### config.mk
export PLATFORM = sky130hd
export DESIGN_NAME = cmp_toggle_timer
export DESIGN_NICKNAME = d
export VERILOG_FILES = /design/src/rtl/tmr_pkg.sv /design/src/rtl/tick_select.sv /design/src/rtl/count_engine.sv /design/src/rtl/wave_out.sv /design/src/rtl/flag_regs.sv /design/src/rtl/cmp_toggle_timer.sv
export SDC_FILE = /design/constraint.sdc
export NUM_CORES = 1
export LEC_CHECK = 0
export BUFFER_PORTS_ARGS = -buffer_cell sky130_fd_sc_hd__buf_2
export CORE_MARGIN = 2
export CORE_UTILIZATION = 60
export DETAILED_ROUTE_END_ITERATION = 12
export PLACE_DENSITY = 0.81
export SLEW_MARGIN = 25
export SYNTH_ARGS = -nofsm -noshare
export SYNTH_HDL_FRONTEND = slang
export SYNTH_SLANG_ARGS = --single-unit
### constraint.sdc
create_clock -name clk -period 8 [get_ports clk]
set_input_delay 0 -clock clk [delete_from_list [all_inputs] [get_ports clk]]
set_output_delay 0 -clock clk [all_outputs]
set_load 0.05 [all_outputs]
### src/rtl/tmr_pkg.sv
package tmr_pkg;
  typedef enum logic [1:0] {
    CM_HALT = 2'd0,
    CM_UP   = 2'd1,
    CM_FREE = 2'd2,
    CM_UPDN = 2'd3
  } cnt_mode_e;

  typedef enum logic [1:0] {
    OM_FORCE  = 2'd0,
    OM_TOGGLE = 2'd1,
    OM_SET    = 2'd2,
    OM_RESET  = 2'd3
  } out_mode_e;

  localparam int unsigned N_FLAGS = 2;
  localparam int unsigned FLG_CMP = 0;
  localparam int unsigned FLG_ZERO = 1;
endpackage

### src/rtl/tick_select.sv
module tick_select #(
  parameter int unsigned N_SRC = 2,
  localparam int unsigned SEL_W = (N_SRC > 1) ? $clog2(N_SRC) : 1
) (
  input  logic [N_SRC-1:0] ticks,
  input  logic [SEL_W-1:0] sel,
  output logic             tick
);
  always_comb begin
    tick = 1'b0;
    for (int i = 0; i < N_SRC; i++) begin
      if (sel == SEL_W'(i)) tick = ticks[i];
    end
  end
endmodule

### src/rtl/count_engine.sv
module count_engine
  import tmr_pkg::*;
#(
  parameter int unsigned CNT_W = 16
) (
  input  logic             clk,
  input  logic             rst_n,
  input  logic             clr,
  input  logic             tick,
  input  cnt_mode_e        mode,
  input  logic [CNT_W-1:0] cmp,
  output logic [CNT_W-1:0] cnt,
  output logic             dn,
  output logic             ev_cmp,
  output logic             ev_zero
);
  localparam logic [CNT_W-1:0] MAXV = {CNT_W{1'b1}};
  localparam logic [CNT_W-1:0] ZERO = '0;
  localparam logic [CNT_W-1:0] ONE  = CNT_W'(1);

  logic [CNT_W-1:0] nxt;
  logic             nxt_dn, hit_c, hit_z;

  always_comb begin
    nxt    = cnt;
    nxt_dn = dn;
    hit_c  = 1'b0;
    hit_z  = 1'b0;
    unique case (mode)
      CM_HALT: ;
      CM_UP: begin
        nxt_dn = 1'b0;
        if (cnt >= cmp) begin
          nxt   = ZERO;
          hit_z = 1'b1;
        end else begin
          nxt = cnt + ONE;
        end
        hit_c = (nxt == cmp);
      end
      CM_FREE: begin
        nxt_dn = 1'b0;
        nxt    = cnt + ONE;
        hit_z  = (cnt == MAXV);
        hit_c  = (nxt == cmp);
      end
      CM_UPDN: begin
        if ((dn || cnt > cmp) && cnt != ZERO) begin
          nxt    = cnt - ONE;
          nxt_dn = 1'b1;
          if (nxt == ZERO) begin
            nxt_dn = 1'b0;
            hit_z  = 1'b1;
          end
        end else if (cnt < cmp) begin
          nxt    = cnt + ONE;
          nxt_dn = 1'b0;
          if (nxt == cmp) begin
            hit_c  = 1'b1;
            nxt_dn = 1'b1;
          end
        end else begin
          nxt_dn = 1'b0;
        end
      end
      default: ;
    endcase
  end

  always_ff @(posedge clk or negedge rst_n) begin
    if (!rst_n) begin
      cnt <= ZERO;
      dn  <= 1'b0;
    end else if (clr) begin
      cnt <= ZERO;
      dn  <= 1'b0;
    end else if (tick) begin
      cnt <= nxt;
      dn  <= nxt_dn;
    end
  end

  assign ev_cmp  = tick && !clr && hit_c;
  assign ev_zero = tick && !clr && hit_z;
endmodule

### src/rtl/wave_out.sv
module wave_out
  import tmr_pkg::*;
(
  input  logic      clk,
  input  logic      rst_n,
  input  logic      clr,
  input  logic      ev_cmp,
  input  out_mode_e omode,
  input  logic      force_lvl,
  output logic      wave
);
  logic nxt;

  always_comb begin
    nxt = wave;
    unique case (omode)
      OM_FORCE:  nxt = force_lvl;
      OM_TOGGLE: if (ev_cmp) nxt = ~wave;
      OM_SET:    if (ev_cmp) nxt = 1'b1;
      OM_RESET:  if (ev_cmp) nxt = 1'b0;
      default:   ;
    endcase
  end

  always_ff @(posedge clk or negedge rst_n) begin
    if (!rst_n)   wave <= 1'b0;
    else if (clr) wave <= 1'b0;
    else          wave <= nxt;
  end
endmodule

### src/rtl/flag_regs.sv
module flag_regs #(
  parameter int unsigned N = 2
) (
  input  logic         clk,
  input  logic         rst_n,
  input  logic [N-1:0] set,
  input  logic [N-1:0] clr,
  output logic [N-1:0] flags
);
  for (genvar i = 0; i < N; i++) begin : g_flag
    always_ff @(posedge clk or negedge rst_n) begin
      if (!rst_n)      flags[i] <= 1'b0;
      else if (set[i]) flags[i] <= 1'b1;
      else if (clr[i]) flags[i] <= 1'b0;
    end
  end
endmodule

### src/rtl/cmp_toggle_timer.sv
module cmp_toggle_timer
  import tmr_pkg::*;
#(
  parameter int unsigned CNT_W = 16
) (
  input  logic             clk,
  input  logic             rst_n,
  input  logic             tick_slow,
  input  logic             tick_fast,
  input  logic             src_sel,
  input  logic [1:0]       mode_i,
  input  logic [1:0]       out_mode_i,
  input  logic             force_lvl_i,
  input  logic             cmp_wr_i,
  input  logic [CNT_W-1:0] cmp_wdata_i,
  input  logic             sync_clr_i,
  input  logic [1:0]       flag_clr_i,
  output logic [CNT_W-1:0] count_o,
  output logic             dir_down_o,
  output logic             cmp_flag_o,
  output logic             zero_flag_o,
  output logic             wave_o
);
  logic [CNT_W-1:0]   cmp_q;
  logic               tick;
  logic               ev_cmp, ev_zero;
  logic [N_FLAGS-1:0] flag_set, flags;

  always_ff @(posedge clk or negedge rst_n) begin
    if (!rst_n)        cmp_q <= '0;
    else if (cmp_wr_i) cmp_q <= cmp_wdata_i;
  end

  tick_select #(.N_SRC(2)) u_sel (
    .ticks ({tick_fast, tick_slow}),
    .sel   (src_sel),
    .tick  (tick)
  );

  count_engine #(.CNT_W(CNT_W)) u_cnt (
    .clk     (clk),
    .rst_n   (rst_n),
    .clr     (sync_clr_i),
    .tick    (tick),
    .mode    (cnt_mode_e'(mode_i)),
    .cmp     (cmp_q),
    .cnt     (count_o),
    .dn      (dir_down_o),
    .ev_cmp  (ev_cmp),
    .ev_zero (ev_zero)
  );

  wave_out u_wave (
    .clk       (clk),
    .rst_n     (rst_n),
    .clr       (sync_clr_i),
    .ev_cmp    (ev_cmp),
    .omode     (out_mode_e'(out_mode_i)),
    .force_lvl (force_lvl_i),
    .wave      (wave_o)
  );

  always_comb begin
    flag_set           = '0;
    flag_set[FLG_CMP]  = ev_cmp;
    flag_set[FLG_ZERO] = ev_zero;
  end

  flag_regs #(.N(N_FLAGS)) u_flg (
    .clk   (clk),
    .rst_n (rst_n),
    .set   (flag_set),
    .clr   (flag_clr_i),
    .flags (flags)
  );

  assign cmp_flag_o  = flags[FLG_CMP];
  assign zero_flag_o = flags[FLG_ZERO];
endmodule

==> results.sh, run 1 <==
export IMPL_totalWireLength_um=10000
export IMPL_antenna_found_initial=0
export IMPL_cts_resized=0
export IMPL_multiInputGateArea_mm2=0.00208
export IMPL_critPathKind="register to register"
export IMPL_place_congestion=1.01
export IMPL_status="completed"
export IMPL_combPwrFrac=0.302
export IMPL_synth_nets=452
export IMPL_coreArea_mm2=0.00514
export IMPL_fin_skew_ns=0.00690
export IMPL_hpwl_um=7260
export IMPL_synth_top_cells_by_count="nand2_1 (39), dfrtp_1 (36), o21ai_0 (36)"
export IMPL_synth_async_reset_ratio=1.00
export IMPL_ys_flop_type="dfrtp_1"
export IMPL_cts_sinks=36
export IMPL_final_cells=517
export IMPL_p_leak_uw=0.00170
export IMPL_period_minus_slack_ns=3.97
export IMPL_post_place_ws_ns=4.20
export IMPL_vias=3342
export IMPL_yosys_area_top_type_share=0.280
export IMPL_swShare=0.357
export IMPL_syn_to_final_growth_pct=15.7
export IMPL_p_per_area_mw_per_mm2=144
export IMPL_placed_cells=490
export IMPL_worst_slack_ns=4.03
export IMPL_cp_arrival_ns=4.19
export IMPL_slew_headroom=0.306
export IMPL_power_switching_uw=192
export IMPL_max_cap_viol_count=0
export IMPL_start_kind="register"
export IMPL_synth_most_common_cell="nand2_1"
export IMPL_drive_gt1_frac=0.154
export IMPL_cts_path_max_buffers=2
export IMPL_cts_hold_fix_buffers=19
export IMPL_slew_violations=0
export IMPL_dr_pass1_iters=5
export IMPL_p_clk_frac=0.307
export IMPL_worstSetupEndpointType="register"
export IMPL_rsz0062_at_grt="false"
export IMPL_track_usage=0.352
export IMPL_cts_root_buffer="clkbuf_8"
export IMPL_fp_row_count=26
export IMPL_die_w_um=77.3
export IMPL_cts_clk_slew_worst_paths_ns=0.08
export IMPL_final_antenna_net_count=0
export IMPL_avgSynthCellArea_um2=8.09
export IMPL_yosys_area_top_type="dfrtp_1"
export IMPL_io_pins=50
export IMPL_yosys_warnings=0
export IMPL_start_util=0.626
export IMPL_ff_latch_area_um2=901
export IMPL_fin_area_mm2=0.00372
export IMPL_syn_area_mm2=0.00322
export IMPL_io_buffers=49
export IMPL_ir_drop_uv=86.8
export IMPL_grt_max_degree=37
export IMPL_worst_pin_slew_ns=1.04
export IMPL_first_iter_violations=312
export IMPL_overflow=0
export IMPL_finalCritPeriodShare=0.496
export IMPL_cp_required_ns=8.23
export IMPL_yosys_top_cells_area="dfrtp_1 (28%), ha_1 (9.3%), xnor2_1 (5.7%)"
export IMPL_final_util=0.725
export IMPL_synth_edf_count=0
export IMPL_yosysSeqAreaShare=0.280
export IMPL_pwr_share_seq=0.391
export IMPL_drc=0
export IMPL_synth_cells=398
export IMPL_synth_cell_type_count=64
export IMPL_die_y_um=77.3
export IMPL_h_tree_depth=2
export IMPL_die_area_mm2=0.00597
export IMPL_cts_setup_buffers=0
export IMPL_ys_ff_latch=36
export IMPL_placed_area_mm2=0.00343
export IMPL_grt_pass1_wl_um=16200
export IMPL_p_int_uw=346
export IMPL_clkLatencyLatePin_ns=0.30
export IMPL_nNetsFinal=500
export IMPL_hp_class="input pin to register"
export IMPL_drt_vias_per_instance=6.46
export IMPL_fillers=426
export IMPL_hold_violations=0
export IMPL_grt_pass1_vias=3187
export IMPL_diodes=0
export IMPL_fmax_mhz=252
export IMPL_cts_buffers=5
export IMPL_avgRoutedWirePerCell_um=19.4
export IMPL_setup_viol=0
export IMPL_crit_fanout=11
export IMPL_tritoncts="yes"
export IMPL_fin_tns_setup_ns=0
-- routing by layer --
layer | part of all wire | track usage | vias to the layer above
met5 | 0 | 0 | -
met4 | 0.039 | 0.163 | 0
met3 | 0.097 | 0.0859 | 41
met2 | 0.44 | 0.542 | 207
met1 | 0.43 | 0.465 | 1546
li1 | - | - | 1548
-- layout by cell type (no fill, tap or decap), drive strengths merged, types with 3 or more instances in the layout --
master	n
buf	50
nand2	39
o21ai	37
dfrtp	36
inv	28
ha	24
nor2	24
xnor2	21
dlygate4sd3	19
nor3	19
a21oi	17
nor4	12
nand3	12
nand4	10
a21o	8
or3	8
a22oi	8
o22ai	6
clkbuf	6
o32ai	5
xor2	4
mux2i	3
a32o	3
a211oi	3
a22o	3
-- kinds of logic after synthesis --
logic type,synth area share
XOR/XNOR,0.0680
AO/OA/AOI/OAI,0.239
AND/OR/NAND/NOR,0.233
flip-flops,0.280
adder cells (fa/ha/maj),0.0933
buffers and inverters,0.0738
multiplexers,0.0128
-- layout make-up --
cell class,count,area share
clock buffers,6,0.0195
well taps,70,0.0235
repair buffers,69,0.119
flip-flops and latches,36,0.242
multi-input cells,306,0.559
clock inverters,2,0.00941
inverters,28,0.0282
-- critical path, stage by stage, from the launching register on --
cell and delay (ns):
dfrtp_1 0.67, ha_1 0.32, nand2_1 0.10, nor3_1 0.08
a2111oi_0 0.56, nand4_1 0.47, a21oi_1 0.29, a21boi_1 0.86
a32o_1 0.32, a22oi_1 0.09, nor2_1 0.14
-- stage by stage --
step | hold WS [ns] | total power [µW]
2_1_floorplan | -0.296 | 317
3_5_place_dp | 0.151 | 365
6_report | 0.0147 | 538
5_1_grt | 0.0556 | 561
3_3_place_gp | 0.138 | 363
4_1_cts | 0.0187 | 532
-- registers in the layout, indices dropped and copies added (netlist names) --
name,cells
cmp_q,16
u_flg.flags,2
u_cnt.dn,1
u_cnt.cnt,16
u_wave.wave,1
-- power groups by stage --
stage / Sequential, µW / Clock, µW / Combinational [µW]
after floorplan: 213 / 0 / 104
final: 211 / 165 / 162
after detailed placement: 213 / 0 / 151
after global routing: 212 / 172 / 178
after global placement: 213 / 0 / 150
after CTS: 210 / 163 / 159
-- worst paths after layout --
path | slack [ns] | depth (start not counted) | from | to
hold reg to reg | 0.52 | 2 | u_flg.flags[0] | u_flg.flags[0]
setup / recovery | 4.03 | 10 | u_cnt.cnt[10] | u_cnt.cnt[8]
setup reg to reg | 4.03 | 10 | u_cnt.cnt[10] | u_cnt.cnt[8]
min in group asynchronous | 0.34 | 2 | rst_n | cmp_q[3]
hold / removal | 0.01 | 3 | out_mode_i[0] | u_wave.wave
max in group asynchronous | 7.11 | 2 | rst_n | u_cnt.cnt[13]
No activity file was read; power rests on OpenSTA's default activity.
==> run 2, diff against run 1 <==
--- a/config.mk
+++ b/config.mk
@@ -7,9 +7,9 @@
 export LEC_CHECK = 0
 export BUFFER_PORTS_ARGS = -buffer_cell sky130_fd_sc_hd__buf_2
 export CORE_MARGIN = 2
-export CORE_UTILIZATION = 60
+export CORE_UTILIZATION = 58
 export DETAILED_ROUTE_END_ITERATION = 12
-export PLACE_DENSITY = 0.81
+export PLACE_DENSITY = 0.78
 export SLEW_MARGIN = 25
 export SYNTH_ARGS = -nofsm -noshare
 export SYNTH_HDL_FRONTEND = slang
==> constraint.sdc (replaced) <==
create_clock -name clk -period 4.11 [get_ports clk]
set_input_delay 0 -clock clk [delete_from_list [all_inputs] [get_ports clk]]
set_output_delay 0 -clock clk [all_outputs]
set_load 0.05 [all_outputs]
==> results.sh, run 2 (synthesis gave the netlist of run 1 again) <==
export IMPL_rsz0062_at_grt="false"
export IMPL_crit_fanout=12
export IMPL_final_cell_mix="buf_2 (49), nand2_1 (39), o21ai_0 (36), dfrtp_1 (36), inv_1 (28)"
export IMPL_r2r_setup_slack_ns=0.50
export IMPL_r2r_start="u_cnt.cnt[7]"
export IMPL_cts_sinks=36
export IMPL_hold_path_end="u_flg.flags[1]"
export IMPL_finalPower_uw=1010
export IMPL_grt_pass1_wl_um=16800
export IMPL_final_antenna_net_count=0
export IMPL_pwr_share_seq=0.401
export IMPL_antenna_found_initial=0
export IMPL_fp_row_count=27
export IMPL_grt_max_degree=37
export IMPL_slew_violations=0
export IMPL_drt_vias_per_instance=6.28
export IMPL_period_minus_slack_ns=3.61
export IMPL_vias=3327
export IMPL_worst_pin_slew_ns=0.853
export IMPL_start_kind="register"
export IMPL_track_usage=0.354
export IMPL_fmax_mhz=277
export IMPL_hold_violations=0
export IMPL_grt_pass1_vias=3248
export IMPL_cp_required_ns=4.31
export IMPL_worstSetupEndpointType="register"
export IMPL_nNetsFinal=511
export IMPL_r2r_end="u_wave.wave"
export IMPL_cts_clk_slew_worst_paths_ns=0.07
export IMPL_mostFrequentLayoutCell="buf_2"
export IMPL_diodes=0
export IMPL_dr_pass1_iters=5
export IMPL_first_iter_violations=409
export IMPL_hold_slack_ns=0.0179
export IMPL_placed_cells=502
export IMPL_final_cells=530
export IMPL_swShare=0.365
export IMPL_hold_depth=3
export IMPL_p_int_uw=639
export IMPL_status="completed"
export IMPL_clkLatencyLatePin_ns=0.29
export IMPL_place_congestion=1.02
export IMPL_p_clk_frac=0.264
export IMPL_fin_skew_ns=0.00727
export IMPL_cts_resized=0
export IMPL_combPwrFrac=0.335
export IMPL_hpwl_um=7400
export IMPL_power_switching_uw=367
export IMPL_p_leak_uw=0.00175
export IMPL_setup_viol=0
export IMPL_cts_root_buffer="clkbuf_8"
export IMPL_die_area_mm2=0.00616
export IMPL_finalCritPeriodShare=0.878
export IMPL_top_regs="cmp_q (16), u_cnt.cnt (16), u_flg.flags (2)"
export IMPL_r2r_cells=11
export IMPL_coreArea_mm2=0.00544
export IMPL_critPathKind="register to register"
export IMPL_avgRoutedWirePerCell_um=19.5
export IMPL_h_tree_depth=2
export IMPL_die_y_um=78.5
export IMPL_hp_class="input pin to register"
export IMPL_p_per_area_mw_per_mm2=265
export IMPL_drc=0
export IMPL_cts_path_max_buffers=2
export IMPL_die_w_um=78.5
export IMPL_max_cap_viol_count=0
export IMPL_syn_to_final_growth_pct=17.8
export IMPL_overflow=0
export IMPL_io_pins=50
export IMPL_drive_gt1_frac=0.177
export IMPL_ir_drop_uv=172
export IMPL_io_buffers=49
export IMPL_start_util=0.592
export IMPL_cp_arrival_ns=3.80
export IMPL_min_from="flag_clr_i[1]"
export IMPL_fin_tns_setup_ns=0
export IMPL_tritoncts="yes"
export IMPL_cts_buffers=5
export IMPL_totalWireLength_um=10300
export IMPL_slew_headroom=0.428
run 2: cell types whose count changed in the layout (fill, tap and decap cells not counted), sizes merged:
cell	previous run	this run
clkinv	1	0
bufinv	1	0
dlygate4sd3	19	18
clkinvlp	0	1
buf	50	62
clkbuf	6	7
run 2: timing repair:
item	in CTS	in global routing
hold buffers	18	0
setup buffers	0	2
setup endpoints to repair	0	1
endpoints found under the hold margin	53	0
run 2: critical path, stage by stage, from the launching register on:
cell       delay [ns]
dfrtp_1          0.64
ha_1             0.34
a21oi_1          0.14
o21ai_0          0.19
a2111oi_0        0.52
nand4_1          0.16
buf_4            0.19
o21ai_0          0.18
nand3_1          0.11
o41a_1           0.48
or3_1            0.34
a311oi_2         0.23
run 2: worst max path at each step:
stage / startpoint / to / depth (start not counted)
6_report: u_cnt.cnt[7] / u_wave.wave / 11
4_1_cts: u_cnt.cnt[7] / u_wave.wave / 10
3_3_place_gp: u_cnt.cnt[7] / u_wave.wave / 10
2_1_floorplan: u_cnt.cnt[7] / u_wave.wave / 10
5_1_grt: u_cnt.cnt[7] / u_wave.wave / 11
3_5_place_dp: u_cnt.cnt[7] / u_wave.wave / 10
run 2: power groups by stage:
stage	Combinational, µW	Clock [µW]	Sequential, µW
after floorplan	202	0	416
after global placement	308	0	408
after detailed placement	313	0	407
after CTS	327	271	402
after global routing	370	287	404
final	337	265	403
run 2: metal layers:
metal / part of all wire / global-route usage / up-vias
met4: 0.024 / 0.128 / 0
met3: 0.082 / 0.0782 / 24
met1: 0.44 / 0.483 / 1565
met2: 0.45 / 0.550 / 169
met5: 0 / 0 / -
li1: - / - / 1569
run 2: metrics by stage:
stage / utilization / setup WS [ns] / area (µm²)
floorplan: - / 0.696 / 3220
global placement: 0.644 / 0.393 / 3500
detailed placement: 0.644 / 0.312 / 3500
CTS: 0.695 / 0.297 / 3780
global route: 0.697 / 0.207 / 3790
finish: 0.697 / 0.503 / 3790
run 2: cell type report:
type | count | area, µm²
Fill cell | 450 | 1650
Clock inverter | 1 | 7.51
Tap cell | 72 | 90.1
Sequential cell | 36 | 901
Inverter | 28 | 105
Timing Repair Buffer | 80 | 523
Clock buffer | 7 | 86.3
Multi-Input combinational cell | 306 | 2080
==> run 3, diff against run 2 <==
--- a/config.mk
+++ b/config.mk
@@ -6,6 +6,7 @@
 export NUM_CORES = 1
 export LEC_CHECK = 0
 export BUFFER_PORTS_ARGS = -buffer_cell sky130_fd_sc_hd__buf_2
+export CORE_ASPECT_RATIO = 1.1
 export CORE_MARGIN = 2
 export CORE_UTILIZATION = 58
 export DETAILED_ROUTE_END_ITERATION = 12
==> results.sh, run 3 (synthesis gave the netlist of run 1 again) <==
export IMPL_status="completed"
export IMPL_setup_viol=0
export IMPL_io_pins=50
export IMPL_drt_vias_per_instance=6.19
export IMPL_grt_max_degree=37
export IMPL_drc=0
export IMPL_routed_top_layer="met4"
export IMPL_cts_resized=0
export IMPL_max_cap_viol_count=0
export IMPL_finalPower_uw=1020
export IMPL_min_from="flag_clr_i[1]"
export IMPL_avgRoutedWirePerCell_um=18.5
export IMPL_hold_slack_ns=0.00796
export IMPL_start_kind="register"
export IMPL_fmax_mhz=274
export IMPL_r2r_end="u_wave.wave"
export IMPL_io_buffers=49
export IMPL_period_minus_slack_ns=3.65
export IMPL_finalCritPeriodShare=0.888
export IMPL_slew_headroom=0.466
export IMPL_top_regs="cmp_q (16), u_cnt.cnt (16), u_flg.flags (2)"
export IMPL_fin_skew_ns=0.0121
export IMPL_slowest_stage="dfrtp_1"
export IMPL_rsz0062_at_grt="false"
export IMPL_drt_met1_wl_um=4270
export IMPL_die_area_mm2=0.00616
export IMPL_cts_path_max_buffers=2
export IMPL_r2r_setup_slack_ns=0.46
export IMPL_nNetsFinal=508
export IMPL_fin_area_mm2=0.00378
export IMPL_placed_area_mm2=0.00349
export IMPL_critPathKind="register to register"
export IMPL_hpwl_um=7190
export IMPL_slowest_delay_ns=0.52
export IMPL_hold_violations=0
export IMPL_cp_required_ns=4.31
export IMPL_crit_chain="ha_1, a21oi_1, o21ai_0, a2111oi_0, nand4_1, o21ai_0, nand3_1, o41a_1, or3_1, a311oi_2"
export IMPL_cts_sinks=36
export IMPL_final_cell_mix="buf_2 (49), nand2_1 (39), o21ai_0 (36), dfrtp_1 (36), inv_1 (28)"
export IMPL_clkLatencyLatePin_ns=0.30
export IMPL_p_per_area_mw_per_mm2=269
export IMPL_crit_fanout=12
export IMPL_worstSetupEndpointType="register"
export IMPL_cp_common_cell="o21ai_0"
export IMPL_ir_drop_uv=167
export IMPL_hold_depth=3
export IMPL_cts_clk_slew_worst_paths_ns=0.07
export IMPL_slew_violations=0
export IMPL_overflow=0
export IMPL_r2r_cells=10
export IMPL_first_iter_violations=242
export IMPL_cts_buffers=5
export IMPL_diodes=0
export IMPL_coreArea_mm2=0.00536
export IMPL_cts_root_buffer="clkbuf_8"
export IMPL_fp_row_count=28
export IMPL_syn_to_final_growth_pct=17.3
export IMPL_cp_arrival_ns=3.85
export IMPL_tritoncts="yes"
export IMPL_h_tree_depth=2
export IMPL_wl_met3_um=682
export IMPL_crit_buf_inv=0
export IMPL_die_y_um=82.1
export IMPL_start_util=0.601
export IMPL_r2r_start="u_cnt.cnt[7]"
export IMPL_hp_class="input pin to register"
export IMPL_fin_tns_setup_ns=0
export IMPL_totalWireLength_um=9790
export IMPL_place_congestion=1.11
export IMPL_die_w_um=75.0
export IMPL_dr_pass1_iters=5
export IMPL_mostFrequentLayoutCell="buf_2"
export IMPL_grt_pass1_vias=3095
export IMPL_final_antenna_net_count=0
export IMPL_drive_gt1_frac=0.172
export IMPL_vias=3272
export IMPL_p_leak_uw=0.00174
export IMPL_crit_family="compound AO/OA/AOI/OAI gates"
export IMPL_grt_pass1_wl_um=15600
export IMPL_wl_met2_um=4420
export IMPL_hold_path_end="u_flg.flags[1]"
export IMPL_antenna_found_initial=0
export IMPL_worst_pin_slew_ns=0.801
export IMPL_track_usage=0.338
-- run 3: final cells by class --
| class | count | area, µm² |
|---|---|---|
| inverters | 28 | 105 |
| repair buffers | 77 | 500 |
| multi-input cells | 306 | 2080 |
| fillers | 459 | 1580 |
| clock buffers | 7 | 96.3 |
| flip-flops and latches | 36 | 901 |
| well taps | 75 | 93.8 |
-- run 3: routing by layer --
layer	global-route usage	vias to the layer above
met5	0	-
met4	0.171	0
met3	0.0534	43
met2	0.521	152
met1	0.457	1517
li1	-	1560
-- run 3: report_power, final --
group          internal (µW)  total, µW  switching [µW]
logic                    127        329             202
clock network            149        282             132
registers                374        406            32.2
total                    651       1020             366
-- run 3: metrics by stage --
| step | instances | setup WS [ns] | utilization |
|---|---|---|---|
| after floorplan | 398 | 0.696 | - |
| after global placement | 502 | 0.444 | 0.650 |
| after detailed placement | 502 | 0.369 | 0.650 |
| after CTS | 527 | 0.392 | 0.702 |
| after global routing | 529 | 0.0219 | 0.705 |
| final | 529 | 0.460 | 0.705 |
-- run 3: worst max-delay path by stage --
stage	startpoint	end	cells after the start
2_1_floorplan	u_cnt.cnt[7]	u_wave.wave	10
3_3_place_gp	u_cnt.cnt[7]	u_wave.wave	10
3_5_place_dp	u_cnt.cnt[7]	u_wave.wave	10
4_1_cts	u_cnt.cnt[7]	u_wave.wave	10
5_1_grt	u_cnt.cnt[7]	u_wave.wave	10
6_report	u_cnt.cnt[7]	u_wave.wave	10
-- run 3: tightest hold or removal path, cell delays in order --
cell and delay [ns]:
buf_2 0.10, inv_1 0.04, a22o_1 0.12
-- run 3: what timing repair did --
action / 4_1_cts / 5_1_grt
endpoints found under the setup margin: 0 / 1
setup buffers: 0 / 2
endpoints found under the hold margin: 53 / 0
hold buffers: 18 / 0
